<file path="src/rtl/flash_stat_pkg.sv">
package flash_stat_pkg;

  typedef enum logic [3:0] {
    OP_NOP      = 4'd0,
    OP_WREN     = 4'd1,
    OP_WRDI     = 4'd2,
    OP_ARM      = 4'd3,
    OP_WRSR     = 4'd4,
    OP_RDSR     = 4'd5,
    OP_PROG     = 4'd6,
    OP_ERASE_S  = 4'd7,
    OP_ERASE_B  = 4'd8,
    OP_ERASE_C  = 4'd9
  } op_t;

  localparam int SR_BUSY = 0;
  localparam int SR_WEL  = 1;
  localparam int SR_BPLO = 2;
  localparam int SR_LOCK = 7;

endpackage

</file>
<file path="src/rtl/fsw_region_guard.sv">
module fsw_region_guard
  import flash_stat_pkg::*;
#(
  parameter int NUM_BLOCKS   = 64,
  parameter int BLOCK_BYTES  = 65536,
  parameter int SECTOR_BYTES = 4096,
  parameter int AW           = 22
) (
  input  op_t           op,
  input  logic [2:0]    bp,
  input  logic [AW-1:0] addr,
  output logic          allow,
  output logic [AW-1:0] base
);
  localparam int BLK_SH = $clog2(BLOCK_BYTES);
  localparam int SEC_SH = $clog2(SECTOR_BYTES);
  localparam int BW     = AW - BLK_SH;

  logic [BW:0] thr [8];
  logic [BW:0] blk;
  logic        hit;

  // threshold block number per protection level
  for (genvar g = 0; g < 8; g++) begin : g_thr
    localparam int RAW = (g == 0) ? 0 : (1 << (g - 1));
    localparam int N   = (RAW > NUM_BLOCKS) ? NUM_BLOCKS : RAW;
    assign thr[g] = (BW+1)'(NUM_BLOCKS - N);
  end

  assign blk = {1'b0, addr[AW-1:BLK_SH]};
  assign hit = (blk >= thr[bp]);

  always_comb begin
    case (op)
      OP_PROG, OP_ERASE_S, OP_ERASE_B: allow = !hit;
      OP_ERASE_C:                      allow = (bp == 3'b000);
      default:                         allow = 1'b0;
    endcase
  end

  always_comb begin
    case (op)
      OP_ERASE_S: base = {addr[AW-1:SEC_SH], {SEC_SH{1'b0}}};
      OP_ERASE_B: base = {addr[AW-1:BLK_SH], {BLK_SH{1'b0}}};
      OP_ERASE_C: base = '0;
      default:    base = addr;
    endcase
  end
endmodule

</file>
<file path="src/rtl/fsw_busy_timer.sv">
module fsw_busy_timer #(
  parameter int CW = 5
) (
  input  logic          clk,
  input  logic          rst,
  input  logic          load,
  input  logic [CW-1:0] load_len,
  output logic          busy,
  output logic          done
);
  logic [CW-1:0] cnt;

  assign done = busy && (cnt == '0);

  always_ff @(posedge clk) begin
    if (rst) begin
      busy <= 1'b0;
      cnt  <= '0;
    end else if (load) begin
      busy <= 1'b1;
      cnt  <= load_len - CW'(1);
    end else if (busy) begin
      if (cnt == '0) busy <= 1'b0;
      else           cnt  <= cnt - CW'(1);
    end
  end
endmodule

</file>
<file path="src/rtl/fsw_status_regs.sv">
module fsw_status_regs (
  input  logic       clk,
  input  logic       rst,
  input  logic       cmd_seen,
  input  logic       wel_set,
  input  logic       wel_clr,
  input  logic       op_end,
  input  logic       arm_set,
  input  logic       sr_load,
  input  logic [2:0] new_bp,
  input  logic       new_lock,
  output logic       wel,
  output logic       arm,
  output logic [2:0] bp,
  output logic       lock
);
  always_ff @(posedge clk) begin
    if (rst) begin
      wel  <= 1'b0;
      arm  <= 1'b0;
      bp   <= 3'b111;
      lock <= 1'b0;
    end else begin
      if (wel_set)               wel <= 1'b1;
      else if (wel_clr || op_end) wel <= 1'b0;

      if (arm_set)       arm <= 1'b1;
      else if (cmd_seen) arm <= 1'b0;

      if (sr_load) begin
        bp   <= new_bp;
        lock <= new_lock;
      end
    end
  end
endmodule

</file>
<file path="src/rtl/flash_status_ctrl.sv">
module flash_status_ctrl
  import flash_stat_pkg::*;
#(
  parameter int NUM_BLOCKS   = 64,
  parameter int BLOCK_BYTES  = 65536,
  parameter int SECTOR_BYTES = 4096,
  parameter int T_PROG       = 6,
  parameter int T_SEC        = 10,
  parameter int T_BLK        = 14,
  parameter int T_CHIP       = 20,
  parameter int T_WRSR       = 4,
  localparam int AW          = $clog2(NUM_BLOCKS * BLOCK_BYTES)
) (
  input  logic          clk,
  input  logic          rst,
  input  logic          cmd_valid,
  input  logic [3:0]    cmd_op,
  input  logic [AW-1:0] cmd_addr,
  input  logic [7:0]    cmd_wdata,
  input  logic          write_prot_n,
  output logic [7:0]    status_o,
  output logic          busy_o,
  output logic          rd_valid_o,
  output logic [7:0]    rd_data_o,
  output logic          start_o,
  output logic [3:0]    start_op_o,
  output logic [AW-1:0] start_addr_o
);
  localparam int M1    = (T_PROG > T_SEC) ? T_PROG : T_SEC;
  localparam int M2    = (T_BLK > T_CHIP) ? T_BLK : T_CHIP;
  localparam int M3    = (M1 > M2) ? M1 : M2;
  localparam int T_MAX = (M3 > T_WRSR) ? M3 : T_WRSR;
  localparam int CW    = $clog2(T_MAX + 1);

  op_t           op;
  logic          busy, done, wel, arm, lock;
  logic [2:0]    bp;
  logic          free_cmd, wrsr_ok, arr_ok, guard_ok, load;
  logic [CW-1:0] len;
  logic [AW-1:0] base;
  logic          unused_wdata;

  assign op           = op_t'(cmd_op);
  assign unused_wdata = ^{cmd_wdata[6:5], cmd_wdata[1:0]};
  assign free_cmd     = cmd_valid && !busy;

  fsw_region_guard #(
    .NUM_BLOCKS(NUM_BLOCKS), .BLOCK_BYTES(BLOCK_BYTES),
    .SECTOR_BYTES(SECTOR_BYTES), .AW(AW)
  ) u_guard (
    .op(op), .bp(bp), .addr(cmd_addr), .allow(guard_ok), .base(base)
  );

  assign wrsr_ok = free_cmd && (op == OP_WRSR) && (wel || arm) &&
                   (write_prot_n || !lock);
  assign arr_ok  = free_cmd && wel && guard_ok;
  assign load    = wrsr_ok || arr_ok;

  always_comb begin
    case (op)
      OP_PROG:    len = CW'(T_PROG);
      OP_ERASE_S: len = CW'(T_SEC);
      OP_ERASE_B: len = CW'(T_BLK);
      OP_ERASE_C: len = CW'(T_CHIP);
      default:    len = CW'(T_WRSR);
    endcase
  end

  fsw_busy_timer #(.CW(CW)) u_timer (
    .clk(clk), .rst(rst), .load(load), .load_len(len),
    .busy(busy), .done(done)
  );

  fsw_status_regs u_regs (
    .clk(clk), .rst(rst),
    .cmd_seen(cmd_valid),
    .wel_set(free_cmd && (op == OP_WREN)),
    .wel_clr(free_cmd && (op == OP_WRDI)),
    .op_end(done),
    .arm_set(free_cmd && (op == OP_ARM)),
    .sr_load(wrsr_ok),
    .new_bp(cmd_wdata[4:2]),
    .new_lock(cmd_wdata[7]),
    .wel(wel), .arm(arm), .bp(bp), .lock(lock)
  );

  assign busy_o   = busy;
  assign status_o = {lock, 2'b00, bp, wel, busy};

  always_ff @(posedge clk) begin
    if (rst) begin
      rd_valid_o   <= 1'b0;
      rd_data_o    <= '0;
      start_o      <= 1'b0;
      start_op_o   <= '0;
      start_addr_o <= '0;
    end else begin
      rd_valid_o <= cmd_valid && (op == OP_RDSR);
      if (cmd_valid && (op == OP_RDSR)) rd_data_o <= status_o;
      start_o <= arr_ok;
      if (arr_ok) begin
        start_op_o   <= cmd_op;
        start_addr_o <= base;
      end
    end
  end
endmodule

</file>
<file path="config.mk">
export PLATFORM = sky130hd
export DESIGN_NAME = flash_status_ctrl
export DESIGN_NICKNAME = d
export VERILOG_FILES = /design/src/rtl/flash_stat_pkg.sv /design/src/rtl/fsw_region_guard.sv /design/src/rtl/fsw_busy_timer.sv /design/src/rtl/fsw_status_regs.sv /design/src/rtl/flash_status_ctrl.sv
export SDC_FILE = /design/constraint.sdc
export NUM_CORES = 1
export LEC_CHECK = 0
export BUFFER_PORTS_ARGS = -buffer_cell sky130_fd_sc_hd__buf_2
export CORE_MARGIN = 4
export CORE_UTILIZATION = 48
export CTS_CLUSTER_DIAMETER = 120
export CTS_CLUSTER_SIZE = 30
export DETAILED_ROUTE_END_ITERATION = 12
export PLACE_DENSITY = 0.87
export SYNTH_ARGS = -nofsm -noshare
export SYNTH_HDL_FRONTEND = slang
export SYNTH_SLANG_ARGS = --single-unit
</file>
<file path="constraint.sdc">
create_clock -name clk -period 3.39 [get_ports clk]
set_input_delay 0.678 -clock clk [delete_from_list [all_inputs] [get_ports clk]]
set_output_delay 0.678 -clock clk [all_outputs]
set_load 0.05 [all_outputs]
</file>
; ---- Word level (Yosys, flattened, before mapping)
; Memories as Yosys holds them, arrays and structs flattened.
; Cells that the tools add are included.
[classes]
addsub = 2
multipliers = 0
n_div = 0
n_lt_le_gt_ge = 2
n_eq_ne = 10
shift = 0
mux = 15
bitwise = 1
n_reduce_logical = 25
[ops]
columns = cell, count
row1 = $pmux W22 S3, 1
row2 = $pmux W5 S4, 1
row3 = $eq A4 B3 Y1 const B, 4
row4 = $mux W5, 3
row5 = $mux W7, 2
row6 = $logic_and A1 B1 Y1, 11
row7 = $sub A5 B1 Y5 const B, 2
row8 = $eq A4 B2 Y1 const B, 2
row9 = $eq A4 B4 Y1 const B, 2
row10 = $ge A6 B7 Y1, 1
row11 = $mux W1, 7
row12 = $reduce_bool A2 Y1, 3
row13 = $logic_not A5 Y1, 1
row14 = $eq A4 B1 Y1 const B, 1
row15 = $ge A4 B4 Y1 const B, 1
row16 = $logic_or A1 B1 Y1, 4
row17 = $not A3 Y4, 1
row18 = $logic_not A1 Y1, 3
row19 = $logic_not A3 Y1, 1
row20 = $reduce_or A3 Y1, 1
row21 = $ne A2 B2 Y1 const B, 1
row22 = $pmux W1 S2, 1
row23 = $reduce_and A2 Y1, 1
[totals]
ff_bits = 46
latchBits = 0
ram_bits = 0
romBits = 56
inputBits = 38
out_inout_bits = 45
wordCells = 67
mem_count = 1
[mem_list]
columns = name, depth, word_bits, rd, rd_ports_with_merged_regs, wr, line_no
row1 = (no name shown), 8, 7, 1, 0, 0, fsw_region_guard.sv:31  ; assign hit = (blk >= thr[bp]);

; ---- Longest topological paths before layout
[depth]
depth_word = 11
depth_mapped = 16
depth_no_buf = 16

; ---- Modules after synthesis
; A second synthesis with hierarchy kept.
[hier_totals]
hier_cells = 302
area_unflattened_um2 = 2529.9
[by_module_without_submodules]
columns = mod, instances, cells_each, area_each_um2, seq_area_each_um2
row1 = flash_status_ctrl, 1, 172, 1440.1, 680.7
row2 = fsw_busy_timer, 1, 48, 446.7, 120.1
row3 = fsw_region_guard, 1, 62, 431.7, 0.0
row4 = fsw_status_regs, 1, 20, 211.5, 120.1

; ---- Least setup slack after synthesis
; Ideal clock, no wire load.
[synth_timing]
path_type = register to register
startpoint = reg u_regs.bp[1]
endpoint = reg u_timer.cnt[4]
setup_time_ns = 0.115
arrival_ns = 3.174
t_required_ns = 3.275
path_slack_ns = 0.101
stages_incl_launch_ff = 15
path_buffers = 0
period_less_slack_ns = 3.289
cell_sequence = dfxtp_1 > inv_1 > ha_1 > or2_2 > ha_1 > a21o_1 > a31oi_1 > o221ai_2 > a22oi_2 > mux2i_1 > ha_1 > nand2_1 > nand3_1 > o21ai_0 > o21a_1
[synth_between]
elab_chain_len = 11
word_cells_on_any_way = 14
cone_classes = order compare (1) / eq/ne (1) / mux (4) / bitwise (1) / reduce/logical (6) / memory (1)
[synth_lines]
columns = item, line_no
row1 = start: declaration, fsw_status_regs.sv:14  ; output logic [2:0] bp,
row2 = start signal: assignment, fsw_status_regs.sv:31  ; bp <= new_bp;
row3 = $not A3 Y4 (not written as such), fsw_region_guard.sv:31
row4 = $mem_v2 Z8 W7, -
row5 = $mux W7 (not written as such) (2 in a row), fsw_region_guard.sv:31
row6 = $ge A6 B7 Y1, fsw_region_guard.sv:31
row7 = $logic_not A1 Y1, fsw_region_guard.sv:35  ; OP_PROG, OP_ERASE_S, OP_ERASE_B: allow = !hit;
row8 = $pmux W1 S2 (*), fsw_region_guard.sv:34  ; case (op)
row9 = $logic_and A1 B1 Y1 (*), flash_status_ctrl.sv:56  ; assign arr_ok = free_cmd && wel && guard_ok;
row10 = $logic_or A1 B1 Y1 (*), flash_status_ctrl.sv:57  ; assign load = wrsr_ok || arr_ok;
row11 = $ne A2 B2 Y1 (no source line) / $reduce_bool A2 Y1 (equally long branches), -
row12 = $reduce_and A2 Y1 (no source line), -
row13 = end signal: assignment, fsw_busy_timer.sv:21  ; cnt <= load_len - CW'(1);
row14 = end signal: assignment, fsw_busy_timer.sv:24  ; else cnt <= cnt - CW'(1);
row15 = end: declaration, fsw_busy_timer.sv:11  ; logic [CW-1:0] cnt;
; Mark *: on every way between the ends. The rest lies on a longest branch, timed or not. The select of a mux whose other input is x is not followed.
; A chain may end at the register's enable or synchronous reset.

; ---- Worst setup path after layout
; Ends and elaborated chain as after synthesis.

==> flow_summary.yaml <==
routing:
  drc: 0
  detailedRoute.firstPassIterationCount: 4
  ant_nets: 0
  wl_per_cell_um: 14.08
  drt-vias-per-instance: 5.393
  num_vias: 1785
  route.final.wire_length_um: 4660
  drt_iter0_drc: 37
cts:
  clk_path_buf_depth: 2
  clock_sink_total: 46
  cts_max_level: 2
  cts_hold_buffers: 0
  worstSkewPairLatency_ps: 300
  root_buffer: "clkbuf_8"
  setup_buffers_after_cts: 0
  cts_tree: "yes"
  cts_bufs_inserted: 5
  path_clk_slew_ps: 90
  post_cts.resized_instances: 0
setup_path:
  launching_element_type_of_the_critical_path: "flop"
  worst-r2r-cell-count: 14
  regToRegStartpoint: "u_regs.bp[1]$_SDFFE_PP1P_"
  worstPathRequired_ps: 3600
  crit_start: "u_regs.bp[1]$_SDFFE_PP1P_"
  critical_path.reg2reg.endpoint: "u_timer.cnt[4]$_SDFFE_PP0P_"
  cp-endpoint: "u_timer.cnt[4]$_SDFFE_PP0P_"
  r2r_setup_slk_ps: 390
  cp_data_arrival_time_ps: 3210
  critPathCaptureType: "flop"
  critical_path_class: "flop to flop"
  crit_path_max_fanout: 5
hold_path:
  hold-path-cell-count: 1
  holdCritPathClass: "flop to flop"
placement:
  place.detailed.hpwl_um: 3547
  gp_routability_congestion: 0.8742
  portBuffers: 74
  dpl_worst_slack_ps: 376.7
logic_synthesis:
  synth.area.top_cells: "dfxtp_1 (44%), ha_1 (6.6%), a22o_1 (5.1%)"
  synth-seq-cells: 46
  synth_top_area_cell: "dfxtp_1"
  ys_dominant_reg_cell: "dfxtp_1"
  synth_top_area_frac: 0.4442
  mappedNetlistArea_mm2: 0.002073
  synth_warnings: 0
  sequential_to_total_area_share_from_yosys_stat: 0.4442
  synthDistinctLibCells: 45
  average_size_of_a_mapped_cell_um2: 9.967
  syn-instance-count: 208
  synth-async-reset-ratio: 0
  synth_enable_flop_cells: 0
power_and_ir_drop:
  intPower_mw: 0.7173
  clock_power_share: 0.355
  seqPwrFrac: 0.563
  netSwitchingPower_mw: 0.2490
  p_sw_frac: 0.2577
  vdd.ir_drop.worst_v: 0.0002291
  combPwrFrac: 0.082
  pwr_density_cell_mw_per_mm2: 380.6
  leakagePower_nw: 1.190
job:
  cap_violations: 0
global_route:
  groute.usage.overall: 0.1755
  first_pass_grt_wire_length_um: 7493
  grt_pass1_vias: 1663
  grt_start_max_net_pins: 23
  grt.overflow.total: 0
  antenna_found_initial: 0
timing:
  hold_ws_ps: 466.9
  layout_setup_ws_ps: 388.9
  achievable-frequency_mhz: 333.2
  share_of_the_cycle_needed_by_the_critical_path_after_routing: 0.8853
  timing_hold_violations_final: 0
  timing_worst_slew_pin_value_ps: 718.5
  setup-tns-final_ps: 0
  fin_worst_skew_ps: 10.20
  slew_headroom: 0.5086
  rsz0062_at_grt: "false"
  finalCriticalPeriod_ps: 3001
  setup_viol_count_final: 0
  final_max_slew_viol_count: 0
run_status:
  status: "finished clean"
layout:
  finalNetCount: 329
  post_route_cells_drive_above_1_share: 0.3345
  flow.area_growth_from_synthesis_pct: 22.45
  n_antenna_cell: 0
floorplan:
  dieArea_mm2: 0.005435
  core_region_area_mm2: 0.004086
  die_width_um: 73.72
  initial_core_util: 0.5073
  num_io_pins: 83
  std_cell_rows: 23
  floorplan_die_height_um: 73.72
==> sequential cells by signal (all words and copies together) (netlist names) <==
register	count
u_timer.cnt	5
u_timer.busy	1
start_o	1
start_addr_o	22
start_op_o	4
rd_data_o	6
rd_valid_o	1
u_regs.lock	1
u_regs.wel	1
u_regs.bp	3
u_regs.arm	1
==> cell families after synthesis <==
group,share of synthesized area
flops,0.4442
other cells,0.001809
xor+xnor,0.01690
buf+inv,0.06698
mux,0.04828
simple gates,0.1286
compound gates,0.2269
fa+ha+maj,0.06638
==> placed cells by master, fill, tap and decap left out, types with 2 or more instances in the layout <==
cell,count
buf_2,74
dfxtp_1,46
nand2_1,16
nor2_1,15
a22o_1,12
ha_1,11
mux2i_1,10
a32o_1,10
a21oi_1,9
inv_1,8
o21ai_0,5
clkbuf_8,5
buf_4,5
o211ai_1,4
conb_1,4
nor2b_1,3
nand2b_1,3
and2_1,3
nor3_1,3
o21a_1,3
or2_2,2
nand3_1,2
xor2_1,2
o311a_1,2
xnor2_1,2
clkinvlp_4,2
==> stage by stage <==
stage	total power [mW]	utilization	instance area (um^2)	std cells
global route	1.008	0.6212	2539	331
CTS	0.9772	0.6212	2539	331
finish	0.9663	0.6212	2539	331
detailed placement	0.6354	0.5986	2446	323
floorplan	0.6088	-	2085	211
global placement	0.6341	0.5986	2446	323
==> worst max-delay path, stage by stage (launching register included) <==
cell and delay [ps]:
dfxtp_1 400, inv_1 130, ha_1 210, or2_2 270
ha_1 290, a21o_1 150, a31oi_1 190, o221ai_2 180
a22oi_2 190, mux2i_1 220, ha_1 220, nand2_1 80
nand3_1 90, o21ai_0 100, o21a_1 190
==> worst min-delay path by stage <==
stage | start | slack [ps] | end
after floorplan | u_regs.arm$_SDFFE_PP0P_ | 450 | u_regs.arm$_SDFFE_PP0P_
after global placement | start_addr_o[18]$_SDFFE_PP0P_ | 440 | start_addr_o[18]$_SDFFE_PP0P_
after detailed placement | start_addr_o[21]$_SDFFE_PP0P_ | 450 | start_addr_o[21]$_SDFFE_PP0P_
after CTS | start_addr_o[20]$_SDFFE_PP0P_ | 470 | start_addr_o[20]$_SDFFE_PP0P_
after global routing | start_addr_o[20]$_SDFFE_PP0P_ | 480 | start_addr_o[20]$_SDFFE_PP0P_
final | start_addr_o[21]$_SDFFE_PP0P_ | 470 | start_addr_o[21]$_SDFFE_PP0P_
==> synthesized netlist by cell type (2+ instances only) <==
| library cell | count |
|---|---|
| nand2b_1 | 3 |
| and2_1 | 3 |
| or2_2 | 2 |
| o21ai_0 | 5 |
| ha_1 | 11 |
| a21oi_1 | 9 |
| clkbuf_1 | 4 |
| o211ai_1 | 4 |
| dfxtp_1 | 46 |
| nand3_1 | 2 |
| o21a_1 | 3 |
| xor2_1 | 2 |
| inv_1 | 8 |
| mux2i_1 | 10 |
| a32o_1 | 10 |
| buf_4 | 9 |
| nor2b_1 | 3 |
| nor2_1 | 15 |
| nor3_1 | 3 |
| a22o_1 | 12 |
| o311a_1 | 2 |
| xnor2_1 | 2 |
| buf_2 | 3 |
| nand2_1 | 16 |
==> cell type report <==
cell class	count	area, um^2
clock inverters	3	23.77
fillers	353	1548
well taps	50	62.56
clock buffers	5	68.82
flip-flops and latches	46	920.9
repair buffers	79	407.9
inverters	8	30.03
multi-input cells	140	1025
==> per-layer routing <==
metal,part of all wire,vias to the layer above,GRT usage
met5,0,-,0
met4,0.018,0,0.07243
met3,0.076,8,0.04925
met2,0.45,60,0.2756
met1,0.45,827,0.2249
li1,-,890,-
==> power groups by stage <==
stage,combinational (mW),clock (mW),sequential (mW)
global placement,0.0778,0,0.556
global route,0.0874,0.377,0.544
CTS,0.0795,0.354,0.544
detailed placement,0.0791,0,0.556
finish,0.0795,0.343,0.544
floorplan,0.0475,0,0.561
Note: power is estimated with default switching activity, not from simulation.
